[src/rtl/pip_pkg.sv]
package pip_pkg;

    typedef enum logic [1:0] {
        GRP_G0   = 2'd0,
        GRP_G1S  = 2'd1,
        GRP_G1NS = 2'd2,
        GRP_NONE = 2'd3
    } pip_grp_e;

    typedef enum logic {
        LT_IDLE = 1'b0,
        LT_PEND = 1'b1
    } pip_lt_e;

    // Configured group of one software interrupt
    function automatic pip_grp_e cfg_group(input logic grp_bit,
                                           input logic mod_bit,
                                           input logic sec_dis);
        if (grp_bit)
            return GRP_G1NS;
        else if (mod_bit && !sec_dis)
            return GRP_G1S;
        else
            return GRP_G0;
    endfunction

endpackage

[src/rtl/pip_sgi_filter.sv]
module pip_sgi_filter
    import pip_pkg::*;
#(
    parameter int NUM_SGI = 16,
    localparam int IDW = $clog2(NUM_SGI)
) (
    input  logic               clk,
    input  logic               rst_n,
    input  logic               req_vld,
    input  logic [1:0]         req_grp,
    input  logic [IDW-1:0]     req_id,
    input  logic               req_ns,
    input  logic [NUM_SGI-1:0] grp_bits,
    input  logic [NUM_SGI-1:0] mod_bits,
    input  logic [2*NUM_SGI-1:0] perm_bits,
    input  logic               sec_dis,
    output logic [NUM_SGI-1:0] set_vec
);

    pip_grp_e   tgt_grp;
    pip_grp_e   eff_grp;
    logic [1:0] perm;
    logic       grp_ok;
    logic       perm_ok;
    logic       accept;

    always_comb begin
        tgt_grp = cfg_group(grp_bits[req_id], mod_bits[req_id], sec_dis);
        eff_grp = pip_grp_e'(req_grp);
        if (eff_grp == GRP_G1S && tgt_grp == GRP_G0)
            eff_grp = GRP_G0;
        grp_ok  = (eff_grp == tgt_grp);
        perm    = perm_bits[2*req_id +: 2];
        perm_ok = 1'b1;
        if (req_ns && !sec_dis) begin
            unique case (tgt_grp)
                GRP_G0:  perm_ok = (perm >= 2'd1);
                GRP_G1S: perm_ok = (perm >= 2'd2);
                default: perm_ok = 1'b1;
            endcase
        end
        accept  = req_vld && grp_ok && perm_ok;
        set_vec = accept ? (NUM_SGI'(1) << req_id) : '0;
    end

    // no valid request, no set
    a_r11_idle_quiet: assert property (@(posedge clk) disable iff (!rst_n)
        !req_vld |-> (set_vec == '0));

    // at most the one target is set
    a_r10_single_target: assert property (@(posedge clk) disable iff (!rst_n)
        $onehot0(set_vec) && ((set_vec & ~(NUM_SGI'(1) << req_id)) == '0));

    // a non-secure group 1 request never lands on a group 0 target
    a_r8_ns_on_g0_dropped: assert property (@(posedge clk) disable iff (!rst_n)
        (req_grp == 2'd2 && !grp_bits[req_id]) |-> (set_vec == '0));

    // secure-group-1 target with a low permission refuses non-secure requests
    a_r9_perm_low_dropped: assert property (@(posedge clk) disable iff (!rst_n)
        (req_ns && !sec_dis && !grp_bits[req_id] && mod_bits[req_id]
         && perm_bits[2*req_id + 1] == 1'b0) |-> (set_vec == '0));

endmodule

[src/rtl/pip_line_sync.sv]
module pip_line_sync #(
    parameter int NUM_LINE = 16
) (
    input  logic                clk,
    input  logic                rst_n,
    input  logic [NUM_LINE-1:0] lvl_in,
    output logic [NUM_LINE-1:0] lvl_q,
    output logic [NUM_LINE-1:0] rise
);

    always_ff @(posedge clk or negedge rst_n) begin
        if (!rst_n)
            lvl_q <= '0;
        else
            lvl_q <= lvl_in;
    end

    assign rise = lvl_in & ~lvl_q;

    // the sampled level follows the input one edge later
    a_r4_sample_follows: assert property (@(posedge clk) disable iff (!rst_n)
        1'b1 |=> (lvl_q == $past(lvl_in)));

endmodule

[src/rtl/pip_latch_bank.sv]
module pip_latch_bank
    import pip_pkg::*;
#(
    parameter int NUM_INT = 32
) (
    input  logic               clk,
    input  logic               rst_n,
    input  logic [NUM_INT-1:0] set_vec,
    input  logic [NUM_INT-1:0] clr_vec,
    output logic [NUM_INT-1:0] pend
);

    for (genvar i = 0; i < NUM_INT; i++) begin : g_bit
        pip_lt_e st_q;
        pip_lt_e st_d;

        always_comb begin
            st_d = st_q;
            unique case (st_q)
                LT_IDLE: if (set_vec[i] && !clr_vec[i]) st_d = LT_PEND;
                LT_PEND: if (clr_vec[i])                st_d = LT_IDLE;
                default: st_d = LT_IDLE;
            endcase
        end

        always_ff @(posedge clk or negedge rst_n) begin
            if (!rst_n)
                st_q <= LT_IDLE;
            else
                st_q <= st_d;
        end

        always_comb begin
            pend[i] = (st_q == LT_PEND);
        end
    end

    // a clear strobe always leaves its bit clear
    a_r6_clear_wins: assert property (@(posedge clk) disable iff (!rst_n)
        (|clr_vec) |=> ((pend & $past(clr_vec)) == '0));

    // bits with no strobe keep their value
    a_r3_hold: assert property (@(posedge clk) disable iff (!rst_n)
        1'b1 |=> (((pend ^ $past(pend)) & ~$past(set_vec | clr_vec)) == '0));

    // a set without clear leaves the bit pending
    a_r5_set_takes: assert property (@(posedge clk) disable iff (!rst_n)
        (|(set_vec & ~clr_vec)) |=> ((pend & $past(set_vec & ~clr_vec))
                                      == $past(set_vec & ~clr_vec)));

endmodule

[src/rtl/pip_pending.sv]
module pip_pending
    import pip_pkg::*;
#(
    parameter int NUM_SGI  = 16,
    parameter int NUM_LINE = 16,
    localparam int NUM_INT = NUM_SGI + NUM_LINE,
    localparam int IDW     = $clog2(NUM_SGI)
) (
    input  logic                 clk,
    input  logic                 rst_n,
    input  logic [NUM_LINE-1:0]  line_lvl,
    input  logic [NUM_LINE-1:0]  edge_cfg,
    input  logic [NUM_INT-1:0]   sw_set,
    input  logic [NUM_INT-1:0]   sw_clr,
    input  logic                 sgi_vld,
    input  logic [1:0]           sgi_grp,
    input  logic [IDW-1:0]       sgi_id,
    input  logic                 sgi_ns,
    input  logic [NUM_SGI-1:0]   grp_cfg,
    input  logic [NUM_SGI-1:0]   mod_cfg,
    input  logic [2*NUM_SGI-1:0] nsacc,
    input  logic                 sec_off,
    output logic [NUM_INT-1:0]   pend_o
);

    logic [NUM_SGI-1:0]  sgi_set;
    logic [NUM_LINE-1:0] lvl_q;
    logic [NUM_LINE-1:0] rise;
    logic [NUM_LINE-1:0] edge_set;
    logic [NUM_INT-1:0]  set_all;
    logic [NUM_INT-1:0]  latch;

    pip_sgi_filter #(.NUM_SGI(NUM_SGI)) u_filter (
        .clk      (clk),
        .rst_n    (rst_n),
        .req_vld  (sgi_vld),
        .req_grp  (sgi_grp),
        .req_id   (sgi_id),
        .req_ns   (sgi_ns),
        .grp_bits (grp_cfg),
        .mod_bits (mod_cfg),
        .perm_bits(nsacc),
        .sec_dis  (sec_off),
        .set_vec  (sgi_set)
    );

    pip_line_sync #(.NUM_LINE(NUM_LINE)) u_sync (
        .clk   (clk),
        .rst_n (rst_n),
        .lvl_in(line_lvl),
        .lvl_q (lvl_q),
        .rise  (rise)
    );

    assign edge_set = rise & edge_cfg;
    assign set_all  = sw_set | {edge_set, sgi_set};

    pip_latch_bank #(.NUM_INT(NUM_INT)) u_bank (
        .clk    (clk),
        .rst_n  (rst_n),
        .set_vec(set_all),
        .clr_vec(sw_clr),
        .pend   (latch)
    );

    assign pend_o = latch | {lvl_q & ~edge_cfg, {NUM_SGI{1'b0}}};

    // a rising edge-mode line with no clear is pending after the edge
    a_r2_edge_latch: assert property (@(posedge clk) disable iff (!rst_n)
        (|(line_lvl & ~lvl_q & edge_cfg & ~sw_clr[NUM_INT-1:NUM_SGI]))
        |=> ((pend_o[NUM_INT-1:NUM_SGI]
              & $past(line_lvl & ~lvl_q & edge_cfg & ~sw_clr[NUM_INT-1:NUM_SGI]))
             == $past(line_lvl & ~lvl_q & edge_cfg & ~sw_clr[NUM_INT-1:NUM_SGI])));

    // a high level-mode line shows pending one edge later
    a_r4_level_seen: assert property (@(posedge clk) disable iff (!rst_n)
        (|(line_lvl & ~edge_cfg))
        |=> (($past(line_lvl & ~edge_cfg) & ~edge_cfg
              & ~pend_o[NUM_INT-1:NUM_SGI]) == '0));

endmodule

[config.mk]
export PLATFORM = sky130hd
export DESIGN_NAME = pip_pending
export DESIGN_NICKNAME = d
export VERILOG_FILES = /design/src/rtl/pip_pkg.sv /design/src/rtl/pip_sgi_filter.sv /design/src/rtl/pip_line_sync.sv /design/src/rtl/pip_latch_bank.sv /design/src/rtl/pip_pending.sv
export SDC_FILE = /design/constraint.sdc
export NUM_CORES = 1
export LEC_CHECK = 0
export BUFFER_PORTS_ARGS = -buffer_cell sky130_fd_sc_hd__buf_4
export CORE_MARGIN = 1.5
export CORE_UTILIZATION = 25
export CTS_BUF_LIST = sky130_fd_sc_hd__clkbuf_8
export DETAILED_ROUTE_END_ITERATION = 7
export HOLD_SLACK_MARGIN = 0.15
export SYNTH_ARGS = -nofsm -noshare
export SYNTH_HDL_FRONTEND = slang
export SYNTH_SLANG_ARGS = --single-unit
[constraint.sdc]
create_clock -name clk -period 1.1 [get_ports clk]
set_input_delay 0.055 -clock clk [delete_from_list [all_inputs] [get_ports clk]]
set_output_delay 0.055 -clock clk [all_outputs]
set_load 0.01 [all_outputs]
==> results of run 1 <==
power by group through the flow:
stage	sequential (mW)	combinational, mW	clock (mW)
floorplan	1.96	0.559	0
global placement	1.97	1.31	0
detailed placement	1.98	1.33	0
CTS	1.94	1.73	1.38
global route	1.96	1.88	1.45
finish	1.94	1.75	1.34
metrics by stage:
stage | util (%) | std cells
2_1_floorplan | - | 284
5_1_grt | 53.47 | 733
4_1_cts | 53.23 | 736
3_5_place_dp | 41.59 | 626
3_3_place_gp | 41.59 | 626
6_report | 53.47 | 733
placed cells by master, fill, tap and decap left out, types with 8 or more instances in the layout:
cell and instances:
nor2_1 51, a21o_1 16, o22ai_2 14, inv_1 15
nand2_1 23, mux4_2 11, dlygate4sd3_1 88, nor3_1 16
or3_1 8, dfrtp_1 48, buf_4 218, dlymetal6s4s_1 8
flip-flops by register name (all words and copies together) (netlist names):
name / count
u_bank.g_bit.st_q: 32
u_sync.lvl_q: 16
cells by family after synthesis:
group	count (synthesis)	share of synthesized area, %
simple gates	127	21.39
compound gates	48	14.80
flops	48	43.05
buf+inv	40	8.117
mux	21	12.65
area by class of cell:
type                            count  area share, %
Timing Repair Buffer              325          47.96
Multi-Input combinational cell    196          25.17
Sequential cell                    48          20.72
Tap cell                          140          3.022
Clock buffer                        6          1.425
Inverter                           16          1.036
Clock inverter                      2         0.6691
worst min-delay path by stage:
stage | startpoint | endpoint | slack [ns] | cells past startpoint
final | edge_cfg[0] | u_bank.g_bit[16].st_q$_DFF_PN0_ | 0.18 | 5
after global placement | rst_n | u_sync.lvl_q[12]$_DFF_PN0_ | 0.1 | 1
after CTS | edge_cfg[0] | u_bank.g_bit[16].st_q$_DFF_PN0_ | 0.18 | 5
after floorplan | rst_n | u_bank.g_bit[0].st_q$_DFF_PN0_ | -0.24 | 0
after detailed placement | rst_n | u_sync.lvl_q[1]$_DFF_PN0_ | 0.11 | 1
after global routing | edge_cfg[0] | u_bank.g_bit[16].st_q$_DFF_PN0_ | 0.18 | 5
routing by layer:
| layer | wire (um) | GRT usage (%) | part of all wire (%) | up-vias |
|---|---|---|---|---|
| li1 | - | - | - | 1599 |
| met1 | 4050 | 18.57 | 37 | 1544 |
| met2 | 5846 | 35.85 | 53 | 174 |
| met3 | 832 | 4.124 | 7.5 | 27 |
| met4 | 302 | 6.485 | 2.7 | 0 |
| met5 | 0 | 0 | 0 | - |
repair_timing:
action                     CTS  global route
cloned                       1             0
pin swaps                   10            10
setup endpoints to repair   16            31
hold buffers                96             0
resized for setup           20            18
setup buffers                5             4
hold endpoints to repair    96             0
worst register-to-register path: cells and delay by family, from the launching register on:
family | cells | cell delay (ns)
buffers and inverters | 1 | 0.13
DFF | 1 | 0.39
and+or+nand+nor | 3 | 0.29
==> metrics.txt, run 1 <==
fraction of registers with async set/reset=100.0%; Reg power frac=38.6%; MaxCap Viol Count=0; Synth Register Bits=48; Combinational Power Share=34.8%; GPL Wtd Cong=0.8366; Setup-failing EPs final=16; ys flop type=dfrtp_1; first-pass GRT wire length=16,730 um; Detailed Route WL=11,030 um; total power draw=5.032 mW; synthesized area=2790 sq um; final worst slack=-0.5752 ns; Clock Pin Slew Worst Setup and Hold Paths=0.09 ns; status=complete, but fails checks; core area=10,840 sq um; EDFF count, synth=0; htree depth=2; area leader, netlist=dfrtp_1; CP delay by family, top=compound AO/OA/AOI/OAI gates; RR Endpoint=u_bank.g_bit[24].st_q$_DFF_PN0_; area grow syn2layout=107.8%; total CTS buffers=5; critical path depth=9; Via density=4.562; Avg Synthesized Cell Area=9.825 sq um; Hold Vio Cnt, Final=0; CP peak stage delay=0.51 ns; worst hold margin=0.1820 ns; Setup Crit Path Kind=in -> reg; slowest CP cell=or4b_1; Synth Instances=284; fmax=0.5969 GHz; number of global-route vias before repair=3,638; Die Y=108.6 um; # DRC=0; Multi-input gate area=1459 sq um; Design Area, Final=5797 sq um; largest net degree at the start of global routing=49; failing checks=negative setup slack; wire per inst=15.05 um; Seq/Total Area, Yosys=43.05%; worst slew pin tran=0.6129 ns; CTS tree=yes; switching share of power=25.74%; clk root buf=clkbuf_8; HP Class=in -> reg; CP endpoint=u_bank.g_bit[0].st_q$_DFF_PN0_; nets=763; layout cells sized above 1=47.05%; PwrDens=868.1 nW/um^2; Initial Util=25.74%; Int Power=3.737 mW; FF+latch area=1201 sq um; Max IR drop VDD=0.8268 mV; gr usage total=18.22%; Reg2Reg Depth=4; clock network power share=26.5%; total die area=11,800 sq um; port buffer count=202; RSZ-0062 raised after global routing=yes; row count=38; Post-Place Setup Slack=-0.8878 ns; critical path capture point type=register; leakage power=2.864 nW; # fillers=939; total grt overflow=0; ANT cells=0; worst path arrival time=1.88 ns; die width=108.6 um; Ys Warns=0; Worst slew margin=59.14%; required time of the critical path=1.31 ns; DP HPWL=7498 um; Startpoint Class=input pin; P_sw=1.296 mW; Setup crit start=sgi_id[1]; clock buffer depth=2; clock skew=0.001391 ns; boundary pin count=203; Skew-Pair Late Insertion Delay=0.29 ns; Crit path buffers/inverters=2; placed cell area=4508 sq um; most numerous cell in the Yosys netlist=nor2_1; Iter 0 DRT Violations=131; initial antenna violation count=0; Period minus WS final=1.675 ns; setup TNS=-8.291 ns; share of the synthesized area in the top cell type=43.05%; most area-consuming cells after synthesis=dfrtp_1, mux4_2, nor2_1; Slew Viols, Final=0; period utilization=152.3%; drt first pass iters=4; Net Count, Synth=455; RR Startpoint=u_sync.lvl_q[8]$_DFF_PN0_; TritonCTS Sinks=48; commonest cells in the synthesized netlist=nor2_1, dfrtp_1, nand2_1; FF-to-FF setup slack=0.22 ns; Crit Path Max Fanout=5; crit path cell chain=buf_8 > mux4_2 > o22ai_2 > or4b_1 > o31a_1 > a32oi_2 > o21ai_4 > buf_12 > o31ai_2; synth unique cells=38; via count=3,344; Routed Antenna Nets=0
No activity file was read; power rests on OpenSTA's default activity.
==> run 2, diff against run 1 <==
--- a/config.mk
+++ b/config.mk
@@ -6,11 +6,14 @@
 export NUM_CORES = 1
 export LEC_CHECK = 0
 export BUFFER_PORTS_ARGS = -buffer_cell sky130_fd_sc_hd__buf_4
+export CELL_PAD_IN_SITES_DETAIL_PLACEMENT = 1
+export CELL_PAD_IN_SITES_GLOBAL_PLACEMENT = 2
 export CORE_MARGIN = 1.5
-export CORE_UTILIZATION = 25
+export CORE_UTILIZATION = 24
 export CTS_BUF_LIST = sky130_fd_sc_hd__clkbuf_8
 export DETAILED_ROUTE_END_ITERATION = 7
 export HOLD_SLACK_MARGIN = 0.15
+export PLACE_DENSITY_LB_ADDON = 0.1
 export SYNTH_ARGS = -nofsm -noshare
 export SYNTH_HDL_FRONTEND = slang
 export SYNTH_SLANG_ARGS = --single-unit
==> run 2 against run 1 <==
Against the previous run: the flow still finishes with violations (negative setup slack); via count shrank 1.2%; register-to-register slack got worse by 0.04 ns; non-clock buffer count rose by 1.
==> metrics.txt, run 2 (synthesis gave the netlist of run 1 again) <==
core area=11,370 sq um (+4.9%); wire per inst=15.31 um (+1.7%); # fillers=1,319 (+40%); total CTS buffers=5 (unchanged); nets=764 (+0.13%); port buffer count=202 (unchanged); Skew-Pair Late Insertion Delay=0.30 ns (about the same); period utilization=152.0% (-0.30 points); status=complete, but fails checks; crit path cell chain=buf_8 > mux4_2 > o22ai_2 > or4b_1 > o31a_1 > nand2_2 > o21ai_4 > buf_12 > o22ai_2; Most flops, register=u_bank.g_bit.st_q; # DRC=0 (unchanged); top flop regs=u_bank.g_bit.st_q: 32 flops, u_sync.lvl_q: 16 flops; initial antenna violation count=0 (unchanged); clock buffer depth=2 (unchanged); Reg2Reg Depth=3 (-1); failing checks=negative setup slack; row count=39 (+2.6%); GPL Wtd Cong=0.7450 (-11%); PwrDens=814.9 nW/um^2 (-6.1%); RR Startpoint=u_bank.g_bit[26].st_q$_DFF_PN0_; Crit Path Max Fanout=6 (+1); total grt overflow=0 (unchanged); Clock Pin Slew Worst Setup and Hold Paths=0.09 ns (about the same); Slew Viols, Final=0 (unchanged); Iter 0 DRT Violations=89 (-32%); CP peak stage delay=0.50 ns (about the same); slowest CP cell=mux4_2; clock skew=0.006719 ns (+0.005327 ns); commonest non-fill, non-tap cells in the layout=buf_4, dlygate4sd3_1, nor2_1; Detailed Route WL=11,270 um (+2.2%); gr usage total=18.80% (+0.58 points); DP HPWL=8255 um (+10%); worst hold margin=0.1627 ns (-0.01928 ns); Setup Crit Path Kind=in -> reg; worst slew pin tran=0.4005 ns (-0.2124 ns); Setup crit start=sgi_id[1]; total die area=12,280 sq um (+4.0%); first-pass GRT wire length=18,570 um (+11%); Initial Util=24.54% (-1.2 points); Setup-failing EPs final=16 (unchanged); Die Y=110.8 um (+2.0%); commonest non-fill, non-tap cell in the layout=buf_4; area grow syn2layout=107.0%; htree depth=2 (unchanged); final worst slack=-0.5720 ns (+0.003286 ns); boundary pin count=203 (unchanged); Startpoint Class=input pin; largest net degree at the start of global routing=31 (-37%); cell mode on critical path=o22ai_2; Routed Antenna Nets=0 (unchanged); clk root buf=clkbuf_8; layout cells sized above 1=46.37% (-0.67 points); die width=110.8 um (+2.0%); RSZ-0062 raised after global routing=yes; drt first pass iters=4 (unchanged); TritonCTS Sinks=48 (unchanged); number of global-route vias before repair=3,815 (+4.9%); max FFs per register=32 (unchanged); setup TNS=-8.857 ns (-0.5657 ns); worst path arrival time=1.87 ns (about the same); critical path capture point type=register; ANT cells=0 (unchanged); required time of the critical path=1.30 ns (about the same); HP Class=in -> async; Period minus WS final=1.672 ns (-0.003286 ns); RR Endpoint=u_bank.g_bit[26].st_q$_DFF_PN0_; CTS tree=yes; Hold Vio Cnt, Final=0 (unchanged); FF-to-FF setup slack=0.18 ns (-0.04 ns); via count=3,304 (-1.2%); CP endpoint=u_bank.g_bit[9].st_q$_DFF_PN0_; fmax=0.5981 GHz (+0.20%); Max IR drop VDD=0.4271 mV (-48%); MaxCap Viol Count=0 (unchanged); Worst slew margin=73.20% (+14 points); Via density=4.489 (-1.6%); leakage power=2.855 nW (-0.29%)
==> run 2: cell types whose count changed in the layout (fill, tap and decap cells not counted), sizes merged <==
cell / change
dlygate4sd3: +2
bufinv: -1
clkbuf: -1
dlymetal6s4s: -1
inv: +1
==> run 2: worst min path at each step <==
stage,slack [ns],end,start
CTS,0.17,u_bank.g_bit[24].st_q$_DFF_PN0_,rst_n
finish,0.16,u_bank.g_bit[24].st_q$_DFF_PN0_,rst_n
detailed placement,-0.05,u_bank.g_bit[24].st_q$_DFF_PN0_,rst_n
global placement,-0.04,u_bank.g_bit[24].st_q$_DFF_PN0_,rst_n
floorplan,-0.24,u_bank.g_bit[0].st_q$_DFF_PN0_,rst_n
global route,0.17,u_sync.lvl_q[3]$_DFF_PN0_,rst_n
==> run 2: layout make-up <==
| type | instances | area [sq um] | share of cell area, % |
|---|---|---|---|
| clock buffer | 5 | 68.82 | 1.191 |
| clock inverter | 2 | 8.758 | 0.1516 |
| inverter | 16 | 60.06 | 1.040 |
| multi-input combinational | 196 | 1448 | 25.06 |
| sequential | 48 | 1201 | 20.79 |
| tap | 143 | 178.9 | 3.097 |
| timing repair buffer | 326 | 2811 | 48.67 |
==> run 2: what timing repair did <==
action,in CTS,in global routing
endpoints found under the hold margin,96,0
pin swaps,8,12
hold buffers,97,0
cloned,1,0
resized for setup,19,16
setup buffers,0,5
endpoints found under the setup margin,16,29
==> run 2: metal layers <==
metal  GRT usage, %  share of wire [%]  vias up
met3          3.445                6.1       16
met1          21.14                 39     1550
met2          35.47                 53      138
met4          6.239                2.2        0
met5              0                  0        -
li1               -                  -     1600
==> run 2: power breakdown <==
part	switching, mW	internal, mW	total (mW)
Combinational	0.625	1.12	1.75
Clock	0.594	0.425	1.02
Sequential	0.0654	1.88	1.94
Total	1.28	3.42	4.71
==> run 2: worst max-delay path: cells and delay by family <==
kind / cells / cell delay [ns]
muxes: 1 / 0.50
and+or+nand+nor: 2 / 0.22
AOI/OAI and AO/OA: 4 / 0.83
buffers and inverters: 2 / 0.26
==> run 2: metrics by stage <==
| step | cell area (sq um) | setup WS (ns) | cells | util, % | power [mW] |
|---|---|---|---|---|---|
| after detailed placement | 4552 | -0.9568 | 631 | 40.04 | 3.341 |
| after global placement | 4552 | -0.9056 | 631 | 40.04 | 3.306 |
| after global routing | 5777 | -0.6549 | 736 | 50.81 | 4.999 |
| after CTS | 5725 | -0.5673 | 736 | 50.36 | 4.749 |
| final | 5777 | -0.5720 | 736 | 50.81 | 4.707 |
| after floorplan | 2805 | -0.6338 | 284 | - | 2.518 |
==> run 3, diff against run 2 <==
--- a/config.mk
+++ b/config.mk
@@ -9,11 +9,12 @@
 export CELL_PAD_IN_SITES_DETAIL_PLACEMENT = 1
 export CELL_PAD_IN_SITES_GLOBAL_PLACEMENT = 2
 export CORE_MARGIN = 1.5
-export CORE_UTILIZATION = 24
+export CORE_UTILIZATION = 25
 export CTS_BUF_LIST = sky130_fd_sc_hd__clkbuf_8
 export DETAILED_ROUTE_END_ITERATION = 7
 export HOLD_SLACK_MARGIN = 0.15
 export PLACE_DENSITY_LB_ADDON = 0.1
 export SYNTH_ARGS = -nofsm -noshare
 export SYNTH_HDL_FRONTEND = slang
+export SYNTH_HIERARCHICAL = 1
 export SYNTH_SLANG_ARGS = --single-unit
==> run 3 against run 2 <==
Against the previous run: the flow still finishes with violations (negative setup slack); hold slack better by 0.070 ns; synthesized cell count down 4.6%; non-clock buffer count up 11; core utilization down 1.5 points; critical path depth up 1; cell area up 7.3%; setup slack worse by 0.16 ns.
==> metrics.txt, run 3 <==
clock network power share=24.8% (+3.2 points); Placed Cells=623 (-1.3%); drt first pass iters=4 (unchanged); total CTS buffers=5 (unchanged); worst hold margin=0.2324 ns (+0.06969 ns); Post-Place Setup Slack=-1.234 ns (-0.2767 ns); via count=3,191 (-3.4%); area leader, netlist=dfrtp_1; synthesized area=3218 sq um (+15%); commonest non-fill, non-tap cell in the layout=buf_4; ys flop type=dfrtp_1; nets=744 (-2.6%); area grow syn2layout=92.69%; fraction of registers with async set/reset=100.0% (unchanged); Hold Vio Cnt, Final=0 (unchanged); ANT cells=0 (unchanged); Combinational Power Share=36.4% (-0.7 points); required time of the critical path=1.28 ns (-0.02 ns); Synth Instances=271 (-4.6%); placed cell area=4812 sq um (+5.7%); Final Non-Filler Cells=744 (+1.1%); most area-consuming cells after synthesis=dfrtp_1, o21ba_1, buf_4; Slew Viols, Final=0 (unchanged); Most flops, register=u_bank/g_bit.st_q; GPL Wtd Cong=0.7062 (-5.2%); die width=116.5 um (+5.1%); Routed Antenna Nets=0 (unchanged); total die area=13,560 sq um (+10%); post-synthesis simple-gate area fraction=16.56% (-4.8 points); slowest CP cell=mux4_2; compound-cell area share of the yosys netlist=20.30% (+5.5 points); Avg Synthesized Cell Area=11.87 sq um (+21%); share of the synthesized area in the top cell type=37.33% (-5.7 points); htree depth=2 (unchanged); PwrDens=809.0 nW/um^2 (-0.72%); wire per inst=15.74 um (+2.8%); Seq/Total Area, Yosys=37.33% (-5.7 points); multiplexer share of the synthesized area=13.61% (+0.96 points); fraction of the mapped netlist area in adder cells=0% (unchanged); most numerous cell in the Yosys netlist=dfrtp_1; core area=12,570 sq um (+11%); crit path cell chain=buf_12 > mux4_2 > mux2i_1 > and4b_1 > a21oi_2 > a311oi_4 > buf_6 > nor4_4 > or2_1 > o21ba_1; critical path capture point type=register; MaxCap Viol Count=0 (unchanged); fmax=0.5446 GHz (-9.0%); HP Class=in -> async; setup TNS=-11.50 ns (-2.646 ns); status=complete, but fails checks; Int Power=3.747 mW (+9.4%); Period minus WS final=1.836 ns (+0.1644 ns); failing checks=negative setup slack; Net Count, Synth=442 (-2.9%); max FFs per register=32 (unchanged); period utilization=166.9% (+15 points); Crit Path Max Fanout=8 (+2); EDFF count, synth=0 (unchanged); RSZ-0062 raised after global routing=yes; number of global-route vias before repair=3,723 (-2.4%); total power draw=5.017 mW (+6.6%); row count=41 (+5.1%); Setup-failing EPs final=16 (unchanged); top flop regs=u_bank/g_bit.st_q: 32 flops, u_sync/lvl_q: 16 flops; clock skew=0.006470 ns (-0.0002491 ns); commonest cells in the synthesized netlist=dfrtp_1, buf_4, o21ba_1; gr usage total=17.21% (-1.6 points); worst path arrival time=2.02 ns (+0.15 ns); clock buffer depth=2 (unchanged); switching share of power=25.31% (-2.0 points); Via density=4.289 (-4.5%); Initial Util=25.60% (+1.1 points); commonest non-fill, non-tap cells in the layout=buf_4, dlygate4sd3_1, dfrtp_1; first-pass GRT wire length=17,750 um (-4.4%); Synth Register Bits=48 (unchanged); Skew-Pair Late Insertion Delay=0.30 ns (about the same); CP peak stage delay=0.49 ns (about the same); largest net degree at the start of global routing=27 (-13%); Reg power frac=38.8% (-2.5 points); CTS tree=yes; DP HPWL=8170 um (-1.0%); final worst slack=-0.7363 ns (-0.1644 ns); worst slew pin tran=0.3491 ns (-0.05136 ns); initial antenna violation count=0 (unchanged); synth unique cells=39 (+2.6%); total grt overflow=0 (unchanged); largest family of logic cells by synthesized area=compound AO/OA/AOI/OAI gates; P_sw=1.270 mW (-1.1%); port buffer count=202 (unchanged); Max IR drop VDD=0.5023 mV (+18%); TritonCTS Sinks=48 (unchanged); Die Y=116.5 um (+5.1%); Clock Pin Slew Worst Setup and Hold Paths=0.09 ns (about the same); Ys Warns=6 (+6); leakage power=3.268 nW (+14%); Detailed Route WL=11,710 um (+3.9%); # DRC=0 (unchanged); Iter 0 DRT Violations=54 (-39%); layout cells sized above 1=52.10% (+5.7 points); Setup Crit Path Kind=in -> reg; Post-Synth XOR/XNOR Area=0% (unchanged); Worst slew margin=76.27% (+3.1 points); boundary pin count=203 (unchanged); final core utilization=49.34% (-1.5 points); Design Area, Final=6201 sq um (+7.3%); Startpoint Class=input pin; clk root buf=clkbuf_8
## run 3: cell count changes in the layout (fill, tap and decap cells not counted), moves of 16 or more
| cell | delta |
|---|---|
| nand2_1 | -21 |
| o21ba_1 | +32 |
| nor2b_4 | +16 |
| or2_1 | +16 |
| nor2_1 | -52 |
| nor3_1 | -16 |
## run 3: worst paths after layout
check,depth (start not counted),from,slack (ns),end
min,2,rst_n,0.23,u_sync/lvl_q[12]$_DFF_PN0_
max,10,sgi_id[0],-0.74,u_bank/g_bit[12].st_q$_DFF_PN0_
min in group clk,4,edge_cfg[6],0.27,u_bank/g_bit[22].st_q$_DFF_PN0_
min reg2reg,1,u_bank/g_bit[26].st_q$_DFF_PN0_,0.50,u_bank/g_bit[26].st_q$_DFF_PN0_
max in group asynchronous,3,rst_n,0.40,u_bank/g_bit[2].st_q$_DFF_PN0_
max reg2reg,5,u_sync/lvl_q[9]$_DFF_PN0_,0,u_bank/g_bit[25].st_q$_DFF_PN0_
## run 3: logic make-up (layout without fill, tap and decap cells)
family	count (synthesis)	in the layout
multiplexers	27	27
buffers and inverters	58	359
AO/OA/AOI/OAI	73	73
AND/OR/NAND/NOR	65	65
flip-flops	48	48
## run 3: power by group through the flow
stage | clock network (mW) | logic, mW | registers, mW
after floorplan | 0 | 0.715 | 1.97
after global placement | 0 | 1.36 | 1.99
after detailed placement | 0 | 1.39 | 2.00
after CTS | 1.33 | 1.80 | 1.95
after global routing | 1.38 | 1.97 | 1.96
final | 1.24 | 1.83 | 1.95
## run 3: layout make-up
class | instances | area [sq um]
Tap cell | 172 | 215.2
Multi-Input combinational cell | 165 | 1703
Sequential cell | 48 | 1201
Fill cell | 1384 | 6367
Inverter | 16 | 60.06
Timing Repair Buffer | 337 | 2923
Clock buffer | 5 | 68.82
Clock inverter | 1 | 30.03
## run 3: timing repair
item                                    CTS  global route
pin swaps                                22            17
setup buffers                            15             8
endpoints found under the setup margin   32            32
gates resized for setup                  27            20
hold buffers                             97             0
gates cloned                              2             0
hold endpoints to repair                 96             0
## run 3: layer usage
| metal | wire length [um] | up-vias | track usage, % | share of wire, % |
|---|---|---|---|---|
| met4 | 198 | 0 | 4.634 | 1.7 |
| met1 | 4288 | 1517 | 17.78 | 37 |
| met3 | 720 | 16 | 4.307 | 6.1 |
| li1 | - | 1543 | - | - |
| met2 | 6502 | 115 | 34.16 | 56 |
| met5 | 0 | - | 0 | 0 |
## run 3: critical path, delay by kind of cell
kind	cells	cell delay, ns
AND/OR/NAND/NOR	3	0.48
AO/OA/AOI/OAI	3	0.54
multiplexers	2	0.64
buffers and inverters	2	0.28
